===== src/rtl/secded_pkg.sv =====
package secded_pkg;

  // Strobes issued by the control to the datapath.
  typedef struct packed {
    logic encLoad;
    logic decLoad;
  } secdedStrobeT;

  // Number of Hamming check bits needed for dataW data bits.
  function automatic int parBitsFor(int dataW);
    int r;
    r = 0;
    while ((1 << r) < dataW + r + 1) r++;
    return r;
  endfunction

  function automatic bit isPow2(int p);
    return (p > 0) && ((p & (p - 1)) == 0);
  endfunction

  // Codeword position of data bit bitIdx (most significant bit placed first).
  function automatic int dataPosOf(int bitIdx, int dataW);
    int want;
    int seen;
    int res;
    want = dataW - 1 - bitIdx;
    seen = 0;
    res  = 0;
    for (int p = 3; p < 2 * dataW + 8; p++) begin
      if (!isPow2(p)) begin
        if (seen == want) res = p;
        seen++;
      end
    end
    return res;
  endfunction

  // Data bit index stored at codeword position pos (pos must be a data slot).
  function automatic int dataIdxAt(int pos, int dataW);
    int ordinal;
    ordinal = 0;
    for (int p = 3; p < pos; p++) begin
      if (!isPow2(p)) ordinal++;
    end
    return dataW - 1 - ordinal;
  endfunction

endpackage


===== src/rtl/secded_ctrl.sv =====
module secded_ctrl
  import secded_pkg::*;
(
  input  logic         clk,
  input  logic         rstN,
  input  logic         encValidIn,
  input  logic         decValidIn,
  output secdedStrobeT stb,
  output logic         encValidOut,
  output logic         decValidOut
);

  always_comb begin
    stb.encLoad = encValidIn;
    stb.decLoad = decValidIn;
  end

  always_ff @(posedge clk or negedge rstN) begin
    if (!rstN) begin
      encValidOut <= 1'b0;
      decValidOut <= 1'b0;
    end else begin
      encValidOut <= encValidIn;
      decValidOut <= decValidIn;
    end
  end

  assert_enc_valid_rise_R4: assert property (@(posedge clk) disable iff (!rstN)
    encValidIn |=> encValidOut);
  assert_enc_valid_idle_R4: assert property (@(posedge clk) disable iff (!rstN)
    !encValidIn |=> !encValidOut);
  assert_dec_valid_rise_R9: assert property (@(posedge clk) disable iff (!rstN)
    decValidIn |=> decValidOut);
  assert_dec_valid_idle_R9: assert property (@(posedge clk) disable iff (!rstN)
    !decValidIn |=> !decValidOut);

endmodule


===== src/rtl/secded_dpath.sv =====
module secded_dpath
  import secded_pkg::*;
#(
  parameter  int DATA_W = 8,
  localparam int PAR_W  = parBitsFor(DATA_W),
  localparam int CODE_W = DATA_W + PAR_W + 1
) (
  input  logic              clk,
  input  logic              rstN,
  input  secdedStrobeT      stb,
  input  logic [DATA_W-1:0] encData,
  input  logic [CODE_W-1:0] decCode,
  output logic [CODE_W-1:0] encCode,
  output logic [DATA_W-1:0] decData,
  output logic              decSingleErr,
  output logic              decDoubleErr,
  output logic [PAR_W-1:0]  decErrPos
);

  // Positions covered by Hamming check k (index has bit k set).
  function automatic logic [CODE_W-1:0] groupMask(int k);
    logic [CODE_W-1:0] m;
    m = '0;
    for (int p = 1; p < CODE_W; p++) m[p] = ((p >> k) & 1) == 1;
    return m;
  endfunction

  // ---------------- encoder ----------------
  logic [CODE_W-1:0] spread;     // data placed in its slots, zeros elsewhere
  logic [CODE_W-1:1] encUpper;   // positions 1..CODE_W-1 with Hamming bits
  logic [CODE_W-1:0] encFull;

  for (genvar p = 0; p < CODE_W; p++) begin : gSpread
    if (p > 0 && !isPow2(p)) begin : gData
      assign spread[p] = encData[dataIdxAt(p, DATA_W)];
    end else begin : gHole
      assign spread[p] = 1'b0;
    end
  end

  for (genvar p = 1; p < CODE_W; p++) begin : gUpper
    if (isPow2(p)) begin : gChk
      assign encUpper[p] = ~^(spread & groupMask($clog2(p)));
    end else begin : gCopy
      assign encUpper[p] = spread[p];
    end
  end

  assign encFull = {encUpper, ~^encUpper};

  // ---------------- decoder ----------------
  logic [PAR_W-1:0]  synd;        // bit k set: check k fails
  logic              overallBad;  // even weight across the whole word
  logic [DATA_W-1:0] dataFix;
  logic [DATA_W-1:0] decDataNext;
  logic              singleNext;
  logic              doubleNext;
  logic [PAR_W-1:0]  posNext;

  for (genvar k = 0; k < PAR_W; k++) begin : gSynd
    assign synd[k] = ~^(decCode & groupMask(k));
  end

  assign overallBad = ~^decCode;

  for (genvar gi = 0; gi < DATA_W; gi++) begin : gExtract
    localparam int POS = dataPosOf(gi, DATA_W);
    assign dataFix[gi]     = overallBad && (synd == PAR_W'(POS));
    assign decDataNext[gi] = decCode[POS] ^ dataFix[gi];
  end

  assign singleNext = overallBad;
  assign doubleNext = !overallBad && (synd != '0);
  assign posNext    = overallBad ? synd : '0;

  // ---------------- result registers ----------------
  always_ff @(posedge clk or negedge rstN) begin
    if (!rstN) begin
      encCode <= '0;
    end else if (stb.encLoad) begin
      encCode <= encFull;
    end
  end

  always_ff @(posedge clk or negedge rstN) begin
    if (!rstN) begin
      decData      <= '0;
      decSingleErr <= 1'b0;
      decDoubleErr <= 1'b0;
      decErrPos    <= '0;
    end else if (stb.decLoad) begin
      decData      <= decDataNext;
      decSingleErr <= singleNext;
      decDoubleErr <= doubleNext;
      decErrPos    <= posNext;
    end
  end

  assert_enc_odd_weight_R3: assert property (@(posedge clk) disable iff (!rstN)
    stb.encLoad |=> (^encCode));
  assert_enc_hold_R4: assert property (@(posedge clk) disable iff (!rstN)
    !stb.encLoad |=> $stable(encCode));
  assert_dec_hold_R9: assert property (@(posedge clk) disable iff (!rstN)
    !stb.decLoad |=> $stable({decData, decSingleErr, decDoubleErr, decErrPos}));
  assert_flags_exclusive_R8: assert property (@(posedge clk) disable iff (!rstN)
    $onehot0({decSingleErr, decDoubleErr}));
  assert_parity_ok_no_single_R8: assert property (@(posedge clk) disable iff (!rstN)
    (stb.decLoad && (^decCode)) |=> !decSingleErr);
  assert_double_pos_zero_R8: assert property (@(posedge clk) disable iff (!rstN)
    decDoubleErr |-> (decErrPos == '0));

endmodule


===== src/rtl/secded_odd_codec.sv =====
module secded_odd_codec
  import secded_pkg::*;
#(
  parameter  int DATA_W = 8,
  localparam int PAR_W  = parBitsFor(DATA_W),
  localparam int CODE_W = DATA_W + PAR_W + 1
) (
  input  logic              clk,
  input  logic              rstN,
  input  logic              encValidIn,
  input  logic [DATA_W-1:0] encData,
  output logic              encValidOut,
  output logic [CODE_W-1:0] encCode,
  input  logic              decValidIn,
  input  logic [CODE_W-1:0] decCode,
  output logic              decValidOut,
  output logic [DATA_W-1:0] decData,
  output logic              decSingleErr,
  output logic              decDoubleErr,
  output logic [PAR_W-1:0]  decErrPos
);

  secdedStrobeT stb;

  secded_ctrl uCtrl (
    .clk        (clk),
    .rstN       (rstN),
    .encValidIn (encValidIn),
    .decValidIn (decValidIn),
    .stb        (stb),
    .encValidOut(encValidOut),
    .decValidOut(decValidOut)
  );

  secded_dpath #(.DATA_W(DATA_W)) uDpath (
    .clk         (clk),
    .rstN        (rstN),
    .stb         (stb),
    .encData     (encData),
    .decCode     (decCode),
    .encCode     (encCode),
    .decData     (decData),
    .decSingleErr(decSingleErr),
    .decDoubleErr(decDoubleErr),
    .decErrPos   (decErrPos)
  );

endmodule


===== config.mk =====
export PLATFORM = sky130hd
export DESIGN_NAME = secded_odd_codec
export DESIGN_NICKNAME = d
export VERILOG_FILES = /design/src/rtl/secded_pkg.sv /design/src/rtl/secded_ctrl.sv /design/src/rtl/secded_dpath.sv /design/src/rtl/secded_odd_codec.sv
export SDC_FILE = /design/constraint.sdc
export NUM_CORES = 1
export LEC_CHECK = 0
export ABC_AREA = 1
export BUFFER_PORTS_ARGS = -buffer_cell sky130_fd_sc_hd__buf_2
export CAP_MARGIN = 30
export CORE_ASPECT_RATIO = 1.2
export CORE_MARGIN = 8
export CORE_UTILIZATION = 52
export DETAILED_ROUTE_END_ITERATION = 8
export PLACE_DENSITY = 0.91
export SLEW_MARGIN = 0
export SYNTH_ARGS = -nofsm -noshare
export SYNTH_HDL_FRONTEND = slang
export SYNTH_SLANG_ARGS = --single-unit

===== constraint.sdc =====
create_clock -name clk -period 0.86 [get_ports clk]
set_input_delay 0.172 -clock clk [delete_from_list [all_inputs] [get_ports clk]]
set_output_delay 0.172 -clock clk [all_outputs]
set_load 0.03 [all_outputs]

==> results of run 1 <==
[through the flow]
step                      setup TNS [ns]  std cells  hold WS (ns)
after CTS                         -10.42        438        0.0684
after detailed placement          -12.89        403         0.135
after global placement            -11.88        403         0.132
after floorplan                    -7.48        265        -0.124
[repair_timing]
| item | CTS |
|---|---|
| pin swaps | 36 |
| hold buffers | 1 |
| buffers inserted | 28 |
| gates resized for setup | 118 |
| hold endpoints to repair | 29 |
| setup endpoints to repair | 46 |
[Yosys cell counts, types with 2 or more instances]
cell type	number
nand2_2	8
inv_1	13
nor2_4	4
nand3b_1	2
xnor2_1	6
nand3_2	3
xor2_1	7
clkbuf_1	2
nor2_1	5
nand2_1	131
o21ai_0	6
or2_2	2
inv_2	7
dfrtp_1	29
nand3_1	28
[cell families after synthesis]
| group | after synthesis |
|---|---|
| buffers and inverters | 25 |
| XOR/XNOR | 13 |
| AO/OA/AOI/OAI | 10 |
| AND/OR/NAND/NOR | 187 |
| flip-flops | 29 |
| adder cells (fa/ha/maj) | 1 |
==> qor.yml, run 1 <==
ys_seq_elements: 29
root_buffer: "clkbuf_8"
die_w_um: 70.6
start_util: 0.525
synthArstFlopShare: 1.00
synth_cells: 265
ios: 54
place_area_um2: 2730
yosys-top-cells-area: "dfrtp_1, nand2_1, nand3_1"
synth_top_family_by_area: "simple AND/OR/NAND/NOR gates"
cts_max_path_buffers: 2
port_buffers: 53
grt_max_degree: 30
numCtsBuffers: 5
synth-compound-area-share: 0.0289
dp_hpwl_mm: 4.46
outcome: "aborted with a tool error"
synthMuxAreaShare: 0
core.rowCount: 24
stop_stage: "global routing (5_1_grt)"
seq_area_frac_synth: 0.390
crit_endpoint: "uDpath.decData[0]$_DFFE_PN0P_/D"
dp_slack_ns: -0.993
synthXorXnorAreaFrac: 0.0612
post-synth-top-area-fraction: 0.390
syn_nets: 291
synth_top_area_cell: "dfrtp_1"
gp_congestion: 0.938
die_y_um: 81.5
cts_num_sinks: 29
synth_edf_count: 0
htree_num_levels: 2
first-error: "[ERROR DPL-0038] Utilization greater than 100%, impossible to legalize"
synth.distinct_cells: 27
synthesis.area_um2: 1860
avgSynthCellArea_um2: 7.02
yosys_warnings: 0
synthSimpleGateAreaFrac: 0.452
endpoint_type: "register input"
synthAdderAreaFrac: 0.00672
ys.flop_type: "dfrtp_1"
==> inputs of run 2 (changes only) <==
--- a/config.mk
+++ b/config.mk
@@ -8,11 +8,10 @@
 export ABC_AREA = 1
 export BUFFER_PORTS_ARGS = -buffer_cell sky130_fd_sc_hd__buf_2
 export CAP_MARGIN = 30
-export CORE_ASPECT_RATIO = 1.2
 export CORE_MARGIN = 8
-export CORE_UTILIZATION = 52
+export CORE_UTILIZATION = 40
 export DETAILED_ROUTE_END_ITERATION = 8
-export PLACE_DENSITY = 0.91
+export PLACE_DENSITY_LB_ADDON = 0.15
 export SLEW_MARGIN = 0
 export SYNTH_ARGS = -nofsm -noshare
 export SYNTH_HDL_FRONTEND = slang
==> qor.yml, run 2 <==
place_area_um2: 2770  # +1.7%
die_y_um: 84.2  # +3.3%
dr.pass1.iters: 4
clock_skew_ns: 0
grt_antenna_before_repair: 0
synth.distinct_cells: 27  # unchanged
cpPeakStageDelay_ns: 0.24
syn_nets: 291  # unchanged
cp_slowest_cell: "ha_4"
setup_tns_ns: -10.46
drt_iter0_markers: 92
top_register: "uDpath.encCode"
pwr-share-clk: 0.185
crit_chain: "buf_8 > xnor2_4 > xor2_2 > xor2_2 > ha_4 > inv_6 > nand3_4 > nor2_4 > nand2_1 > nand2_1 > nand3_1 > nand2_1"
die_w_um: 84.2  # +19%
ys_seq_elements: 29  # unchanged
n_antenna_cell: 0
synth_cells: 265  # unchanged
cts_max_path_buffers: 2  # unchanged
track_usage: 0.160
seq_area_frac_synth: 0.390  # unchanged
grt_pass1_wl_mm: 9.51
routed_wl_mm: 6.31
fmax_mhz: 685
overflow: 0
synth_top_area_cell: "dfrtp_1"
drc: 0
htree_num_levels: 2  # unchanged
synthArstFlopShare: 1.00  # unchanged
crit_type: "in2reg"
stdcell_area_um2: 3600
hp-class: "in2reg"
internal-power_mw: 3.68
crit_required_ns: 1.07
dp_hpwl_mm: 4.20  # -5.9%
viasPerCell: 4.76
vias: 2163
cts_num_sinks: 29  # unchanged
synth_edf_count: 0  # unchanged
final_nets: 426
ios: 54  # unchanged
final_cell_mix: "nand2_1, buf_4, buf_6, nand2_2, dfrtp_1"
post-route-min-period_ns: 1.46
crit_path_start_kind: "input port"
post-synth-top-area-fraction: 0.390  # unchanged
post-route-period-util: 1.70
total_power_mw: 5.95
yosysMostFrequentCell: "nand2_1"
crit_fanout: 6
violations: "negative setup slack"
largest_register_ffs: 13
setup_viol: 46
grt_max_degree: 30
start_util: 0.405  # -0.120
final_util: 0.783
rsz0062_at_grt: "true"
pwr-share-comb: 0.522
area_growth_syn_to_layout_pct: 93.6
synth_commonest_cells: "nand2_1, dfrtp_1, nand3_1"
first_global_vias: 2079
gp_congestion: 0.899  # -4.2%
cp_data_arrival_time_ns: 1.67
ant_nets: 0
root_buffer: "clkbuf_8"
maxCapViolCount: 0
top_regs: "uDpath.encCode x13, uDpath.decData x8, uDpath.decErrPos x4"
synthesis.area_um2: 1860  # unchanged
whs_ns: 0.129
fin_cells: 454
coreArea_um2: 4600
p_switching_mw: 2.27
worst_slew_pin_slew_ns: 0.361
ys.flop_type: "dfrtp_1"
yosys-top-cells-area: "dfrtp_1, nand2_1, nand3_1"
clock_latency_ns: 0.27
power_density_nw_per_um2: 1650
layout_setup_ws_ns: -0.600
numCtsBuffers: 5  # unchanged
dp.cells: 420  # +4.2%
ir_worst_vdd_mv: 1.48
avgSynthCellArea_um2: 7.02  # unchanged
drive_above_1_share: 0.588
slew_viol_final: 0
dieArea_um2: 7090
crit_top_cell: "nand2_1"
yosys_warnings: 0  # unchanged
dp_slack_ns: -0.970  # +0.0225 ns
slew_headroom: 0.758
tritoncts: "built"
seqPwrFrac: 0.293
core.rowCount: 25  # +4.2%
outcome: "finished with violations"
swShare: 0.382
leakagePower_nw: 1.86
final_common_cell: "nand2_1"
port_buffers: 53  # unchanged
final-hold-violation-count: 0
path_clk_slew_ns: 0.06
wire_per_inst_um: 13.9
endpoint_kind: "register"
-- run 2: metal layers --
metal,vias to the layer above,track usage,part of all wire
li1,1089,-,-
met1,1017,0.203,0.44
met2,51,0.254,0.50
met3,6,0.0639,0.050
met4,0,0.0188,0.012
met5,-,0,0
-- run 2: cell type report --
class / count / area [µm²]
Tap cell: 54 / 67.6
Clock buffer: 7 / 86.3
Fill cell: 290 / 996
Timing Repair Buffer: 132 / 1200
Inverter: 21 / 125
Sequential cell: 29 / 726
Multi-Input combinational cell: 211 / 1400
-- run 2: worst paths after layout --
path | slack, ns | to | cells after the start | from
setup / recovery | -0.60 | uDpath.decData[5] | 12 | decCode[1]
hold / removal | 0.13 | uDpath.encCode[9] | 3 | encData[3]
setup reg to reg | -0.06 | uDpath.encCode[5] | 4 | uDpath.encCode[5]
hold reg to reg | 0.50 | uDpath.encCode[1] | 1 | uDpath.encCode[1]
max in group asynchronous | 0.32 | uDpath.decData[3] | 3 | rstN
min in group asynchronous | 0.38 | uDpath.decData[6] | 3 | rstN
-- run 2: logic make-up after synthesis --
kind of cell	count (synthesis)	synth area share
simple gates	187	0.452
flops	29	0.390
buf+inv	25	0.0612
xor+xnor	13	0.0612
compound gates	10	0.0289
fa+ha+maj	1	0.00672
-- run 2: critical path: cells and delay by family --
| family | cells | cell delay (ns) |
|---|---|---|
| xor+xnor | 3 | 0.54 |
| simple gates | 6 | 0.53 |
| fa+ha+maj | 1 | 0.24 |
| buf+inv | 2 | 0.18 |
-- run 2: power by group through the flow --
stage	logic, mW	registers, mW	clock network (mW)
final	3.10	1.75	1.10
after global routing	3.32	1.76	1.19
after CTS	2.69	1.73	1.13
after detailed placement	2.25	1.70	0
after global placement	2.21	1.71	0
after floorplan	0.960	2.12	0
-- run 2: what timing repair did --
item / 4_1_cts / 5_1_grt
gates resized for setup: 92 / 62
buffers inserted: 10 / 17
endpoints found under the hold margin: 29 / 0
pin swaps: 26 / 47
setup endpoints to repair: 46 / 46
cloned: 0 / 0
hold buffers: 1 / 0
(Power assumes the default switching activity.)
